`src/rtl/bcast_rate_limiter.sv`:
```
module bcast_rate_limiter #(
  parameter int CNT_W = 16,
  parameter int IVL_W = 16
) (
  input  logic             clk,
  input  logic             rst_n,
  input  logic             filt_en,
  input  logic [CNT_W-1:0] depth,
  input  logic [IVL_W-1:0] interval,
  input  logic             rx_valid,
  input  logic             rx_sof,
  input  logic             rx_eof,
  input  logic [7:0]       rx_byte,
  output logic             frame_done,
  output logic             drop,
  output logic [CNT_W-1:0] tokens
);
  localparam int HDR = 6;

  logic [2:0]       idx;
  logic             ff_ok, is_bc, drop_pend;
  logic [IVL_W-1:0] ivl_cnt;

  logic             active, ff_now, hit6, bc_byte, refill, empty_hit, drop_cur;
  logic [2:0]       byte_no;
  logic [CNT_W-1:0] take, tok_sub;

  assign active   = rx_valid && (rx_sof || idx != 3'd0);
  assign byte_no  = rx_sof ? 3'd1 : (idx == 3'd7 ? 3'd7 : idx + 3'd1);
  assign ff_now   = (rx_sof || ff_ok) && (rx_byte == 8'hFF);
  assign hit6     = active && filt_en && byte_no == 3'(HDR) && ff_now;
  assign bc_byte  = active && filt_en && !rx_sof && is_bc;
  assign take     = hit6 ? CNT_W'(HDR) : (bc_byte ? CNT_W'(1) : '0);
  assign tok_sub  = (tokens > take) ? tokens - take : '0;
  assign refill   = (interval != '0) && (ivl_cnt == interval - IVL_W'(1));
  assign empty_hit = (take != '0) && !refill && (tok_sub == '0);
  assign drop_cur = ((!rx_sof && drop_pend) || empty_hit) && filt_en;

  always_ff @(posedge clk) begin
    if (!rst_n) ivl_cnt <= '0;
    else if (interval == '0 || refill) ivl_cnt <= '0;
    else ivl_cnt <= ivl_cnt + IVL_W'(1);
  end

  always_ff @(posedge clk) begin
    if (!rst_n) tokens <= '0;
    else if (refill) tokens <= depth;
    else if (take != '0) tokens <= tok_sub;
  end

  always_ff @(posedge clk) begin
    if (!rst_n) begin
      idx <= '0; ff_ok <= 1'b0; is_bc <= 1'b0; drop_pend <= 1'b0;
      frame_done <= 1'b0; drop <= 1'b0;
    end else begin
      frame_done <= active && rx_eof;
      drop       <= active && rx_eof && drop_cur;
      if (active) begin
        if (rx_eof) begin
          idx <= '0; ff_ok <= 1'b0; is_bc <= 1'b0; drop_pend <= 1'b0;
        end else begin
          idx       <= byte_no;
          ff_ok     <= ff_now;
          is_bc     <= (!rx_sof && is_bc) || hit6;
          drop_pend <= drop_cur;
        end
      end
    end
  end

  p_load_sets_depth_r3: assert property (@(posedge clk) disable iff (!rst_n)
    $past(rst_n) && $past(refill) |-> tokens == $past(depth));

  p_zero_ivl_parks_r3: assert property (@(posedge clk) disable iff (!rst_n)
    $past(rst_n) && $past(interval) == '0 |-> ivl_cnt == '0);

  p_only_load_raises_r4: assert property (@(posedge clk) disable iff (!rst_n)
    $past(rst_n) && !$past(refill) |-> tokens <= $past(tokens));

  p_done_after_eof_r5: assert property (@(posedge clk) disable iff (!rst_n)
    $past(rst_n) && frame_done |-> $past(rx_valid && rx_eof));

  p_drop_with_done_r5: assert property (@(posedge clk) disable iff (!rst_n)
    drop |-> frame_done);

  p_off_keeps_tokens_r6: assert property (@(posedge clk) disable iff (!rst_n)
    $past(rst_n) && !$past(filt_en) && !$past(refill) |-> $stable(tokens));
endmodule

```
`config.mk`:
```
export PLATFORM = sky130hd
export DESIGN_NAME = bcast_rate_limiter
export DESIGN_NICKNAME = d
export VERILOG_FILES = /design/src/rtl/bcast_rate_limiter.sv
export SDC_FILE = /design/constraint.sdc
export NUM_CORES = 1
export LEC_CHECK = 0
export BUFFER_PORTS_ARGS = -buffer_cell sky130_fd_sc_hd__buf_4
export CAP_MARGIN = 20
export CORE_MARGIN = 2
export CORE_UTILIZATION = 47
export DETAILED_ROUTE_END_ITERATION = 6
export PLACE_DENSITY_LB_ADDON = 0.2
export SETUP_SLACK_MARGIN = 0.02
export SLEW_MARGIN = 10
export SYNTH_ARGS = -nofsm -noshare
export SYNTH_HDL_FRONTEND = slang
export SYNTH_SLANG_ARGS = --single-unit
export TNS_END_PERCENT = 5
```
`constraint.sdc`:
```
create_clock -name clk -period 4.7 [get_ports clk]
set_input_delay 0.47 -clock clk [delete_from_list [all_inputs] [get_ports clk]]
set_output_delay 0.47 -clock clk [all_outputs]
set_load 0.01 [all_outputs]
```
==> results of run 1 <==
## final cells by class
class	instances	area (sq um)
Fill cell	638	2671
Clock buffer	5	68.82
Timing Repair Buffer	64	480.5
Multi-Input combinational cell	300	2079
Sequential cell	40	800.8
Clock inverter	3	42.54
Tap cell	77	96.34
Inverter	10	37.54
## sequential cells by signal (all words and copies together) (netlist names)
register    count
is_bc           1
idx             3
drop            1
tokens         16
frame_done      1
ivl_cnt        16
drop_pend       1
ff_ok           1
## power by group
group | switching, mW | leakage [nW] | total [mW] | internal [mW]
Sequential | 0.00342 | 0.323 | 0.345 | 0.342
Combinational | 0.0471 | 1.11 | 0.0965 | 0.0494
Clock | 0.126 | 0.0541 | 0.283 | 0.157
Total | 0.177 | 1.49 | 0.725 | 0.548
## worst paths after layout
kind	startpoint	end	slack (ps)
worst max-delay path	idx[0]$_SDFFE_PN0N_	drop_pend$_SDFFE_PN0N_	560
worst min-delay path	depth[3]	tokens[3]$_SDFFE_PN0P_	420
worst max register to register	idx[0]$_SDFFE_PN0N_	drop_pend$_SDFFE_PN0N_	560
worst min register to register	drop_pend$_SDFFE_PN0N_	drop$_SDFF_PN0_	470
## tightest hold or removal path, cell delays in order
cell and delay, ps:
buf_4 80, mux2i_1 50, nor2b_1 90
## cell families after synthesis
family          count (synthesis)  synth area share
compound gates                 67            0.1538
xor+xnor                       35            0.1018
fa+ha+maj                       8           0.03574
buf+inv                        27           0.04323
flops                          40            0.2660
mux                            22           0.07440
simple gates                  168            0.3250
## cells in the final DEF (no fill, tap or decap), types with 5 or more instances in the layout
master,instances
nor3_1,12
inv_1,10
nand3_1,11
and3_1,6
a21oi_1,11
nand2b_1,5
o31ai_1,13
ha_1,7
xnor2_1,18
nand4_1,6
o211ai_1,5
o21ai_0,14
buf_4,64
dfxtp_1,40
mux2i_1,19
nor2_1,37
nand2_1,28
clkbuf_8,5
nor2b_1,23
xor2_1,17
nor4_1,6
## metrics by stage
step | instances | hold slack, ps
6_report | 499 | 422.5
5_1_grt | 499 | 432.7
3_5_place_dp | 491 | 448.6
3_3_place_gp | 491 | 453.0
4_1_cts | 499 | 419.0
2_1_floorplan | 367 | 431.1
## metal layers
metal | routed length [um] | part of all wire | vias to the layer above
li1 | - | - | 1444
met1 | 3033 | 0.44 | 1321
met2 | 3486 | 0.50 | 73
met3 | 305 | 0.044 | 16
met4 | 121 | 0.017 | 0
met5 | 0 | 0 | -
==> results.md, run 1 <==
* Outcome: finished, final reports clean
* DP Area at 3495 sq um
* Layout cell share with drive strength beyond 1 at 0.2133
* Final clock skew at 4.759 ps
* Final setup vio count at 0
* Number of global-route vias before repair at 2,666
* CTS tree: built
* Clk sink count at 40
* Synthesis-to-finish area growth at 19.78%
* Final WS setup at 561.6 ps
* Worst VDD drop at 0.0001563 V
* Post-synth EDFFs at 0
* Initial core utilization at 0.4796
* Inserted Diodes at 0
* RSZ-0062 raised after global routing: false
* DRC violations left at 0
* Post-Place Worst Slack at 625.8 ps
* Total negative slack at 0 ps
* First-pass GRT wire length at 11,800 um
* Synth Flop Type: dfxtp_1
* Setup crit end kind: flop
* RePlAce Congestion at 0.8341
* R2R depth at 13
* Met3 Use GR at 0.03264
* Final clock period utilization by the worst path at 0.8805
* Fraction of registers with async set or reset after synthesis at 0
* Clock tree buffer depth at 2
* Crit start category: flop
* GR Util met2 at 0.3571
* Core Footprint at 6277 sq um
* Post-Synthesis Cells at 367
* Total GRT Usage at 0.1993
* Initial antenna violation count at 0
* Synth top area share at 0.2660
* Die Area at 7061 sq um
* WL per Instance at 13.92 um
* Crit path max fanout at 7
* CP Depth at 13
* Iter 0 DRT Violations at 131
* #FFs+latches synth at 40
* I/O pin total at 64
* Sequential area share after synthesis at 0.2660
* CP Data Arrival Time at 4360 ps
* TritonCTS buffer count at 5
* GR peak layer: met2
* Tot Pwr at 725.1 uW
* GRT overflow at 0
* Fmax at 241.6 MHz
* Post-Syn Area at 3010 sq um
* Nets at 475
* Root Buffer: clkbuf_8
* Ys Warns at 0
* Critical path's slowest cell: fa_1
* Worst-margin pin slew at 545.6 ps
* Clk pin slew, worst setup/hold paths at 80 ps
* Path type of the worst min-delay path: input pin to flop
* WP buf/inv at 1
* Leakage power at 1.491 nW
* Fin util at 0.5744
* Pwr per Cell Area at 201.1 nW/um^2
* Vias per cell at 5.719
* Max-cap viol count at 0
* Post-route ant nets at 0
* Worst Path Required at 4920 ps
* Final Max Slew Viols at 0
* Delay-heaviest family, CP: simple AND/OR/NAND/NOR gates
* Design area at 3606 sq um
* Most instantiated library cell after synthesis: dfxtp_1
* Via count at 2,854
* # port buffers at 63
* Yosys top cell by area: dfxtp_1
* Syn nets at 421
* Clock latency on the worst-skew pair at 300 ps
* Post-CTS Setup Inserts at 0
* Final HPWL DP at 5224 um
* Total wire length at 6946 um
* Synth cell types at 65
* Synth area leaders: dfxtp_1 27%, mux2i_1 6.3%, xnor2_1 5.2%
* Most frequent cells after synthesis: 40 x dfxtp_1, 37 x nor2_1, 28 x nand2_1
* Tmin final at 4138 ps
* Die Y at 84.03 um
* Fin. Hold Viols at 0
* Max incr delay on CP at 510 ps
* CP Class: flop to flop
* CP Cell Sequence: inv_1 > ha_1 > o211ai_1 > nor4_1 > nand2_1 > fa_1 > a211oi_1 > nand3_1 > xnor2_1 > nor4b_1 > a31oi_1 > or3b_1 > o31ai_2
* Hold path depth at 3
* Largest net degree at the start of global routing at 26
* Standard-cell rows at 29
* Post-CTS Resized at 0
* Post-Syn Area per Cell at 8.203 sq um
* Relative slew margins at 0.6311
* DRT Pass-1 Iters at 4
* H-tree levels at 2
* Hold-fix buffers at CTS at 0
* M1 GR Usage at 0.2381
* Die X at 84.03 um
Note: power is estimated with default switching activity, not from simulation.
==> run 2: changes to the inputs <==
--- a/config.mk
+++ b/config.mk
@@ -5,11 +5,11 @@
 export SDC_FILE = /design/constraint.sdc
 export NUM_CORES = 1
 export LEC_CHECK = 0
-export BUFFER_PORTS_ARGS = -buffer_cell sky130_fd_sc_hd__buf_4
 export CAP_MARGIN = 20
 export CORE_MARGIN = 2
 export CORE_UTILIZATION = 47
 export DETAILED_ROUTE_END_ITERATION = 6
+export DONT_BUFFER_PORTS = 1
 export PLACE_DENSITY_LB_ADDON = 0.2
 export SETUP_SLACK_MARGIN = 0.02
 export SLEW_MARGIN = 10
==> run 2 against run 1 <==
Compared with the run above:
- core utilization decreased by 7.4 points
- combinational power decreased by 46%
- critical path depth unchanged
- flip-flop and latch count unchanged
==> results.md, run 2 (same netlist as run 1, synthesis figures left out) <==
* I/O pin total at 64 (unchanged)
* Crit start category: flop
* Reg2reg end: drop_pend$_SDFFE_PN0N_
* Via count at 2,534 (-11%)
* TritonCTS buffer count at 5 (unchanged)
* Post-Place Worst Slack at 527.4 ps (-98.39 ps)
* Total GRT Usage at 0.1932 (-0.006016)
* Reg2reg start: idx[0]$_SDFFE_PN0N_
* CP Data Arrival Time at 4390 ps (+30 ps)
* Largest regs: ivl_cnt: 16 flops, tokens: 16 flops, idx: 3 flops
* Iter 0 DRT Violations at 86 (-34%)
* WL per Instance at 14.70 um (+5.6%)
* Leakage power at 1.181 nW (-21%)
* Met3 Use GR at 0.04352 (+0.01088)
* Dpl cells at 429 (-13%)
* Number of global-route vias before repair at 2,478 (-7.1%)
* Final Max Slew Viols at 0 (unchanged)
* Commonest non-fill, non-tap cell in the layout: dfxtp_1
* DRT Pass-1 Iters at 5 (+1)
* Relative slew margins at 0.5794 (-0.05179)
* Clk pin slew, worst setup/hold paths at 80 ps (about the same)
* Die Area at 7061 sq um (unchanged)
* Worst VDD drop at 0.0001336 V (-14%)
* Crit path max fanout at 7 (unchanged)
* Layout cell share with drive strength beyond 1 at 0.07778 (-0.1355)
* Fmax at 239.5 MHz (-0.90%)
* Hold path depth at 1 (-2)
* Filler cell count at 607 (-4.9%)
* GR Util met2 at 0.3348 (-0.02237)
* First-pass GRT wire length at 11,450 um (-2.9%)
* R2r setup slk at 520 ps (-40 ps)
* Vias per cell at 5.799 (+1.4%)
* Post-route ant nets at 0 (unchanged)
* CP Class: flop to flop
* DRC violations left at 0 (unchanged)
* Initial core utilization at 0.4796 (unchanged)
* Final clock period utilization by the worst path at 0.8885 (+0.008028)
* Die Y at 84.03 um (unchanged)
* Fin. Hold Viols at 0 (unchanged)
* Core Footprint at 6277 sq um (unchanged)
* Largest net degree at the start of global routing at 26 (unchanged)
* CTS tree: built
* Inserted Diodes at 0 (unchanged)
* RePlAce Congestion at 0.8426 (+1.0%)
* Clock tree buffer depth at 2 (unchanged)
* Final setup vio count at 0 (unchanged)
* Max-cap viol count at 0 (unchanged)
* Hold-fix buffers at CTS at 0 (unchanged)
* Nets at 413 (-13%)
* Post-CTS Resized at 0 (unchanged)
* M1 GR Usage at 0.2416 (+0.003507)
* R2R depth at 13 (unchanged)
* Hold Path Origin: rx_eof
* Worst Path Required at 4910 ps (about the same)
* H-tree levels at 2 (unchanged)
* Outcome: finished, final reports clean
* Post-CTS Setup Inserts at 0 (unchanged)
* Clock latency on the worst-skew pair at 290 ps (about the same)
* Initial antenna violation count at 0 (unchanged)
* Pwr per Cell Area at 215.5 nW/um^2 (+7.2%)
* Standard-cell rows at 29 (unchanged)
* Worst-margin pin slew at 622.2 ps (+76.60 ps)
* # port buffers at 0 (-100%)
* Hold EP: drop_pend$_SDFFE_PN0N_
* Setup crit end kind: flop
* Final HPWL DP at 5102 um (-2.3%)
* Total negative slack at 0 ps (unchanged)
* Clk sink count at 40 (unchanged)
* Total wire length at 6423 um (-7.5%)
* RSZ-0062 raised after global routing: false
* Path type of the worst min-delay path: input pin to flop
* GRT overflow at 0 (unchanged)
* Most frequent cells in the layout: 40 x dfxtp_1, 37 x nor2_1, 28 x nand2_1
* Root Buffer: clkbuf_8
* Final WS setup at 523.9 ps (-37.73 ps)
* Tmin final at 4176 ps (+37.73 ps)
* Synthesis-to-finish area growth at 4.322%
* GR peak layer: met2
* Final clock skew at 8.236 ps (+3.477 ps)
* Fin cells at 437 (-12%)
* Die X at 84.03 um (unchanged)
[run 2: critical path: stages, from the launching register on]
cell	delay (ps)
dfxtp_1	380
inv_1	70
ha_1	300
o211ai_1	90
nor4_1	450
nand2_1	240
fa_1	510
a211oi_1	480
nand3_1	320
xnor2_1	200
nor4b_1	330
a31oi_1	140
or3b_1	390
o31ai_2	170
[run 2: layout make-up]
type / count / area (sq um) / share of cell area
Sequential cell: 40 / 800.8 / 0.2550
Inverter: 10 / 37.54 / 0.01195
Multi-Input combinational cell: 300 / 2079 / 0.6622
Timing Repair Buffer: 2 / 15.01 / 0.004781
Clock inverter: 3 / 42.54 / 0.01355
Clock buffer: 5 / 68.82 / 0.02191
Tap cell: 77 / 96.34 / 0.03068
[run 2: per-stage QoR]
stage / power (mW) / util / area (sq um) / hold WS, ps
floorplan: 0.4060 / - / 3010 / 431.1
global placement: 0.4054 / 0.4826 / 3029 / 451.5
detailed placement: 0.4060 / 0.4826 / 3029 / 459.0
CTS: 0.6851 / 0.5003 / 3141 / 260.9
global route: 0.7073 / 0.5003 / 3141 / 261.8
finish: 0.6769 / 0.5003 / 3141 / 269.9
[run 2: power breakdown]
group | switching, mW | internal [mW]
logic | 0.0264 | 0.0258
clock network | 0.122 | 0.157
registers | 0.00348 | 0.342
total | 0.152 | 0.525
[run 2: how the worst max path moves through the flow]
stage                                    from                      to  slack (ps)  cells after the start
after floorplan           idx[0]$_SDFFE_PN0N_  drop_pend$_SDFFE_PN0N_        1120                     14
after global placement    idx[0]$_SDFFE_PN0N_  drop_pend$_SDFFE_PN0N_         790                     13
after detailed placement  idx[0]$_SDFFE_PN0N_  drop_pend$_SDFFE_PN0N_         530                     13
after CTS                 idx[0]$_SDFFE_PN0N_  drop_pend$_SDFFE_PN0N_         490                     13
after global routing      idx[0]$_SDFFE_PN0N_  drop_pend$_SDFFE_PN0N_         150                     13
final                     idx[0]$_SDFFE_PN0N_  drop_pend$_SDFFE_PN0N_         520                     13
[run 2: routing by layer]
metal / wire length, um / vias up / part of all wire
li1: - / 1321 / -
met1: 2873 / 1149 / 0.45
met2: 3132 / 56 / 0.49
met3: 340 / 8 / 0.053
met4: 76 / 0 / 0.012
met5: 0 / - / 0
